===== config.mk =====
export PLATFORM = sky130hd
export DESIGN_NAME = movx_router
export DESIGN_NICKNAME = d
export VERILOG_FILES = /design/src/rtl/movx_pkg.sv /design/src/rtl/movx_aux_reg.sv /design/src/rtl/movx_route_dec.sv /design/src/rtl/movx_ext_seq.sv /design/src/rtl/movx_router.sv
export SDC_FILE = /design/constraint.sdc
export NUM_CORES = 1
export LEC_CHECK = 0
export ABC_AREA = 0
export BUFFER_PORTS_ARGS = -buffer_cell sky130_fd_sc_hd__buf_2
export CORE_MARGIN = 2
export CORE_UTILIZATION = 40
export DETAILED_ROUTE_END_ITERATION = 16
export GPL_ROUTABILITY_DRIVEN = 0
export PLACE_DENSITY = 0.73
export SLEW_MARGIN = 20
export SYNTH_ARGS = -nofsm -noshare
export SYNTH_HDL_FRONTEND = slang
export SYNTH_SLANG_ARGS = --single-unit
export TNS_END_PERCENT = 20

===== constraint.sdc =====
create_clock -name clk -period 1.68 [get_ports clk]
set_input_delay 0.168 -clock clk [delete_from_list [all_inputs] [get_ports clk]]
set_output_delay 0.168 -clock clk [all_outputs]
set_load 0.1 [all_outputs]

===== src/rtl/movx_pkg.sv =====
// Shared types and constants for the external data access router.
// Assumes: one request at a time, phases advance once per clock.
package movx_pkg;

    // Phase of the external bus sequence
    typedef enum logic [2:0] {
        PH_IDLE   = 3'd0,
        PH_ADDR   = 3'd1,
        PH_LATCH  = 3'd2,
        PH_STROBE = 3'd3,
        PH_DONE   = 3'd4
    } phase_t;

    // Captured request fields
    typedef struct packed {
        logic        write;
        logic        dptr;
        logic [15:0] addr;
        logic [7:0]  wdata;
    } acc_req_t;

endpackage


===== src/rtl/movx_aux_reg.sv =====
// Auxiliary control register: holds the external-only select and the
// ALE suppression bit. Answers reads and writes at one SFR address.
// Assumes: reserved bits are not stored and read as zero.
module movx_aux_reg #(
    parameter logic [7:0] SFR_ADDR = 8'h8E
) (
    input  logic       clk,
    input  logic       rst_n,
    input  logic [7:0] sfr_addr,
    input  logic       sfr_we,
    input  logic [7:0] sfr_wdata,
    output logic [7:0] sfr_rdata,
    output logic       extram,
    output logic       aleoff
);

    logic hit;

    // Address match for this register
    always_comb hit = (sfr_addr == SFR_ADDR);

    // Store the two live bits on a matching write
    always_ff @(posedge clk) begin
        if (!rst_n) begin
            extram <= 1'b0;
            aleoff <= 1'b0;
        end else if (sfr_we && hit) begin
            extram <= sfr_wdata[1];
            aleoff <= sfr_wdata[0];
        end
    end

    // Read-back with reserved bits forced to zero
    always_comb sfr_rdata = hit ? {6'b000000, extram, aleoff} : 8'h00;

endmodule


===== src/rtl/movx_route_dec.sv =====
// Route decoder: on an accepted request chooses the on-chip RAM or the
// external sequence and drives the RAM port for internal accesses.
// Assumes: the request is a single-cycle pulse; XRAM_LIMIT <= 2**IRAM_AW.
module movx_route_dec #(
    parameter int          IRAM_AW    = 10,
    parameter logic [15:0] XRAM_LIMIT = 16'h0300
) (
    input  logic               req_valid,
    input  logic               seq_idle,
    input  logic               extram,
    input  movx_pkg::acc_req_t req,
    output logic               iram_en,
    output logic               iram_we,
    output logic [IRAM_AW-1:0] iram_addr,
    output logic [7:0]         iram_wdata,
    output logic               ext_start
);

    localparam int PAD_W = IRAM_AW - 8;

    logic accept;
    logic go_ext;

    // Routing decision from select bit, addressing form and address
    always_comb begin
        accept = req_valid && seq_idle;
        go_ext = extram || (req.dptr && (req.addr >= XRAM_LIMIT));
    end

    // RAM port drive and external start
    always_comb begin
        iram_en    = accept && !go_ext;
        iram_we    = iram_en && req.write;
        iram_addr  = req.dptr ? req.addr[IRAM_AW-1:0] : {{PAD_W{1'b0}}, req.addr[7:0]};
        iram_wdata = req.wdata;
        ext_start  = accept && go_ext;
    end

endmodule


===== src/rtl/movx_ext_seq.sv =====
// External bus sequencer: runs address, latch, strobe and done phases
// on the multiplexed ports, and generates ALE in all states.
// Assumes: STROBE_CYC >= 1; ext_start only while seq_idle is high.
module movx_ext_seq #(
    parameter int STROBE_CYC = 3
) (
    input  logic               clk,
    input  logic               rst_n,
    input  logic               ext_start,
    input  movx_pkg::acc_req_t req,
    input  logic               aleoff,
    input  logic               movc_ale_req,
    input  logic [7:0]         p0_in,
    output logic [7:0]         p0_out,
    output logic               p0_oe,
    output logic [7:0]         p2_out,
    output logic               rd_n,
    output logic               wr_n,
    output logic               ale,
    output logic               seq_idle,
    output logic               ext_done,
    output logic [7:0]         ext_rdata
);
    import movx_pkg::*;

    localparam int CNT_W = (STROBE_CYC > 1) ? $clog2(STROBE_CYC) : 1;
    localparam logic [CNT_W-1:0] CNT_LOAD = CNT_W'(STROBE_CYC - 1);

    phase_t           phase;
    acc_req_t         cur;
    logic [CNT_W-1:0] scnt;
    logic [7:0]       p2_q;
    logic             ale_tog;
    logic             in_strobe;

    // Phase progression and strobe length count
    always_ff @(posedge clk) begin
        if (!rst_n) begin
            phase <= PH_IDLE;
            scnt  <= '0;
        end else begin
            case (phase)
                PH_IDLE:   if (ext_start) phase <= PH_ADDR;
                PH_ADDR:   phase <= PH_LATCH;
                PH_LATCH:  begin
                    phase <= PH_STROBE;
                    scnt  <= CNT_LOAD;
                end
                PH_STROBE: begin
                    if (scnt == '0) phase <= PH_DONE;
                    else            scnt  <= scnt - 1'b1;
                end
                default:   phase <= PH_IDLE;
            endcase
        end
    end

    // Capture request fields and the high address byte at start
    always_ff @(posedge clk) begin
        if (!rst_n) begin
            cur  <= '0;
            p2_q <= 8'hFF;
        end else if (ext_start) begin
            cur <= req;
            if (req.dptr) p2_q <= req.addr[15:8];
        end
    end

    // Sample load data in the final strobe cycle
    always_ff @(posedge clk) begin
        if (!rst_n)
            ext_rdata <= 8'h00;
        else if (in_strobe && (scnt == '0) && !cur.write)
            ext_rdata <= p0_in;
    end

    // Free-running half-rate ALE source
    always_ff @(posedge clk) begin
        if (!rst_n) ale_tog <= 1'b0;
        else        ale_tog <= aleoff ? 1'b0 : !ale_tog;
    end

    // Port, strobe and ALE decode from the phase register
    always_comb begin
        in_strobe = (phase == PH_STROBE);
        seq_idle  = (phase == PH_IDLE);
        ext_done  = (phase == PH_DONE);
        rd_n      = !(in_strobe && !cur.write);
        wr_n      = !(in_strobe && cur.write);
        p2_out    = p2_q;
        p0_oe     = 1'b0;
        p0_out    = 8'h00;
        if (phase == PH_ADDR || phase == PH_LATCH) begin
            p0_oe  = 1'b1;
            p0_out = cur.addr[7:0];
        end else if (in_strobe && cur.write) begin
            p0_oe  = 1'b1;
            p0_out = cur.wdata;
        end
        if (phase == PH_IDLE)      ale = aleoff ? movc_ale_req : ale_tog;
        else if (phase == PH_ADDR) ale = 1'b1;
        else                       ale = 1'b0;
    end

endmodule


===== src/rtl/movx_router.sv =====
// Top of the external data access router: register, route decoder and
// bus sequencer, plus the internal completion pulse and load data mux.
// Assumes: the core issues one-cycle requests and waits for done.
module movx_router #(
    parameter int          IRAM_AW    = 10,
    parameter logic [15:0] XRAM_LIMIT = 16'h0300,
    parameter int          STROBE_CYC = 3,
    parameter logic [7:0]  SFR_ADDR   = 8'h8E
) (
    input  logic               clk,
    input  logic               rst_n,
    input  logic [7:0]         sfr_addr,
    input  logic               sfr_we,
    input  logic [7:0]         sfr_wdata,
    output logic [7:0]         sfr_rdata,
    input  logic               req_valid,
    input  logic               req_write,
    input  logic               req_dptr,
    input  logic [15:0]        req_addr,
    input  logic [7:0]         req_wdata,
    input  logic               movc_ale_req,
    output logic               done,
    output logic [7:0]         rdata,
    output logic               iram_en,
    output logic               iram_we,
    output logic [IRAM_AW-1:0] iram_addr,
    output logic [7:0]         iram_wdata,
    input  logic [7:0]         iram_rdata,
    output logic [7:0]         p0_out,
    output logic               p0_oe,
    input  logic [7:0]         p0_in,
    output logic [7:0]         p2_out,
    output logic               rd_n,
    output logic               wr_n,
    output logic               ale
);
    import movx_pkg::*;

    acc_req_t   req;
    logic       extram;
    logic       aleoff;
    logic       seq_idle;
    logic       ext_start;
    logic       ext_done;
    logic [7:0] ext_rdata;
    logic       int_done_q;

    // Bundle the request inputs
    always_comb req = '{write: req_write, dptr: req_dptr, addr: req_addr, wdata: req_wdata};

    movx_aux_reg #(.SFR_ADDR(SFR_ADDR)) u_aux (
        .clk       (clk),
        .rst_n     (rst_n),
        .sfr_addr  (sfr_addr),
        .sfr_we    (sfr_we),
        .sfr_wdata (sfr_wdata),
        .sfr_rdata (sfr_rdata),
        .extram    (extram),
        .aleoff    (aleoff)
    );

    movx_route_dec #(.IRAM_AW(IRAM_AW), .XRAM_LIMIT(XRAM_LIMIT)) u_dec (
        .req_valid  (req_valid),
        .seq_idle   (seq_idle),
        .extram     (extram),
        .req        (req),
        .iram_en    (iram_en),
        .iram_we    (iram_we),
        .iram_addr  (iram_addr),
        .iram_wdata (iram_wdata),
        .ext_start  (ext_start)
    );

    movx_ext_seq #(.STROBE_CYC(STROBE_CYC)) u_seq (
        .clk          (clk),
        .rst_n        (rst_n),
        .ext_start    (ext_start),
        .req          (req),
        .aleoff       (aleoff),
        .movc_ale_req (movc_ale_req),
        .p0_in        (p0_in),
        .p0_out       (p0_out),
        .p0_oe        (p0_oe),
        .p2_out       (p2_out),
        .rd_n         (rd_n),
        .wr_n         (wr_n),
        .ale          (ale),
        .seq_idle     (seq_idle),
        .ext_done     (ext_done),
        .ext_rdata    (ext_rdata)
    );

    // Internal access completes one clock after the RAM enable
    always_ff @(posedge clk) begin
        if (!rst_n) int_done_q <= 1'b0;
        else        int_done_q <= iram_en;
    end

    // Completion and load data selection
    always_comb begin
        done  = int_done_q || ext_done;
        rdata = int_done_q ? iram_rdata : ext_rdata;
    end

endmodule


==> metrics.txt <==
status=finished, violations left; failing checks=setup timing; initial antenna violation count=0; library cells used by synthesis=37; DRT iter0 DRCs=56; number of global-route vias before repair=1,847; Synth Instances=249; Final Skew=5.431 ps; async set or reset register ratio after synthesis=0%; global-route usage over all layers=16.49%; CTS tree=built; worst skew pair latency=290 ps; setup ws final=-160.9 ps; RSZ-0062 raised after global routing=true; maxcap violations=0; Yosys reg bits=42; FP Rows=27; leakage=1.533 nW; final hold violations=0; Top delay family on crit path=simple AND/OR/NAND/NOR gates; clock buffer count from CTS=5; critical path data required time=1510 ps; vias=1,998; worst min path class=in -> reg; clk root buf=clkbuf_8; cell type with the largest total area after synthesis=dfxtp_1; Final Net Count=415; r2r setup slk=30 ps; syn_area_per_cell=9.055 um2; hold_ws=121.9 ps; Final Cycle Share=109.6%; Slowest-stage cell, CP=dfxtp_4; WP data arrival=1670 ps; number of synthesized flops with an enable pin=0; DRT Pass-1 Iters=4; routed wire length=5047 um; Commonest cells post-synth=dfxtp_1, nand2_1, mux2i_1; H-tree depth=2; Via density=4.712; most numerous cell in the Yosys netlist=dfxtp_1; Port Buffer Count=107; Pwr Density=872.0 nW/um2; core box area=5473 um2; area post-placement=3074 um2; synth top area cells=dfxtp_1, mux2i_1, buf_4; min cycle time layout=1841 ps; Die ar.=6253 um2; critical path peak fanout=6; Highest Clock Rate=543.2 MHz; post-synth top area share=37.29%; Ant. Diodes=0; Clock Tree Buf Depth=2; Max VDD drop=0.0005237 V; dpl hpwl=3801 um; Cell Area, Synth=2255 um2; layout cells sized above 1=45.45%; clk slew on worst S/H paths=80 ps; largest net degree at the start of global routing=31; Post-DRT Antenna Nets=0; Setup TNS=-678.4 ps; Avg WL per Cell=11.90 um; critical path endpoint category=output pin; cell-by-cell trace of the critical path=nor4b_4 -> or2b_1 -> a21oi_4 -> and2_4 -> buf_12; Ys Warns=0; DRC=0; first-pass GRT wire length=8176 um; critical setup path kind=reg -> out; CP bufs+invs=1; # IOs=120; Main synth FF type=dfxtp_1; GRT overflow=0; die width=79.08 um; CP max stage delay=370 ps; design area=3243 um2; startpoint types=flip-flop; CTS sink cnt=42; Setup Viol. Count Final=10; Chip Height=79.08 um; Initial Utilization=41.20%; hold_buf cts=0; sequential fraction of the synthesis area=37.29%; area growth from synthesis to layout=43.84%; Slew Viols, Final=0
[power breakdown]
part	switching [W]	internal (W)	leakage (nW)	total, W
clock	0.000339	0.000415	0.0575	0.000754
combinational	0.000702	0.000293	1.13	0.000995
sequential	0.0000363	0.00104	0.344	0.00108
total	0.00108	0.00175	1.53	0.00283
[flip-flops by register name, indices dropped and copies added (netlist names), 2 cells and up]
name	cells
u_seq.cur	17
u_seq.ext_rdata	8
u_seq.p2_out	8
u_seq.phase	3
u_seq.scnt	2
[layer usage]
layer | vias to the layer above | global-route usage [%] | share of wire [%]
met2 | 70 | 29.24 | 48
met5 | - | 0 | 0
met1 | 905 | 18.51 | 43
met4 | 0 | 5.862 | 1.6
li1 | 1015 | - | -
met3 | 8 | 5.227 | 7.4
[kinds of logic after synthesis]
| family | Yosys count | synth area share, % |
|---|---|---|
| AO/OA/AOI/OAI | 23 | 7.714 |
| XOR/XNOR | 1 | 0.3885 |
| adder cells (fa/ha/maj) | 1 | 0.5549 |
| buffers and inverters | 40 | 11.60 |
| flip-flops | 42 | 37.29 |
| multiplexers | 41 | 18.65 |
| other | 1 | 0.1663 |
| AND/OR/NAND/NOR | 100 | 23.64 |
[cells in the final DEF, fill, tap and decap left out, types with 4 or more instances in the layout]
cell      instances
a22o_1            7
and2_1            6
buf_12           18
buf_2            90
buf_4            18
clkbuf_8          8
conb_1            6
dfxtp_1          38
mux2_2            8
mux2i_1          33
nand2_1          40
nand3_1           4
nor2b_1          25
[stage by stage]
step | instances | worst slack, ps | power [W] | util [%]
after floorplan | 254 | -552.7 | 0.001861 | -
after global placement | 413 | -4.820 | 0.002077 | 56.17
after detailed placement | 413 | -40.18 | 0.002088 | 56.17
after CTS | 423 | -172.6 | 0.002859 | 59.03
after global routing | 424 | -216.3 | 0.002954 | 59.26
final | 424 | -160.9 | 0.002828 | 59.26
[worst reg2reg max path, delay by kind of cell, from the launching register on]
| family | cells | cell delay [ps] |
|---|---|---|
| AO/OA/AOI/OAI | 1 | 130 |
| buffers and inverters | 3 | 440 |
| flip-flops | 1 | 370 |
| multiplexers | 1 | 220 |
| AND/OR/NAND/NOR | 2 | 430 |
[final timing paths]
path                                                   from                          to  cells after the start
worst max-delay path            u_seq.phase[1]$_SDFFE_PN0P_                     iram_we                      5
worst min-delay path                            req_addr[5]  u_seq.cur[13]$_SDFFE_PN0P_                      3
worst max register to register  u_seq.phase[1]$_SDFFE_PN0P_   u_seq.cur[1]$_SDFFE_PN0P_                      7
worst min register to register     u_seq.ale_tog$_SDFF_PP0_    u_seq.ale_tog$_SDFF_PP0_                      1
[area by class of cell]
type,instances,area (um2)
fill,487,2230
multi-input combinational,172,1227
timing repair buffer,126,945.9
sequential,42,850.8
clock buffer,8,110.1
tap,72,90.09
inverter,4,18.77
[repair_timing]
item	CTS	global route
gates resized for setup	11	2
setup endpoints to repair	20	13
pin swaps	0	2
buffers inserted	2	1
(Power assumes the default switching activity.)
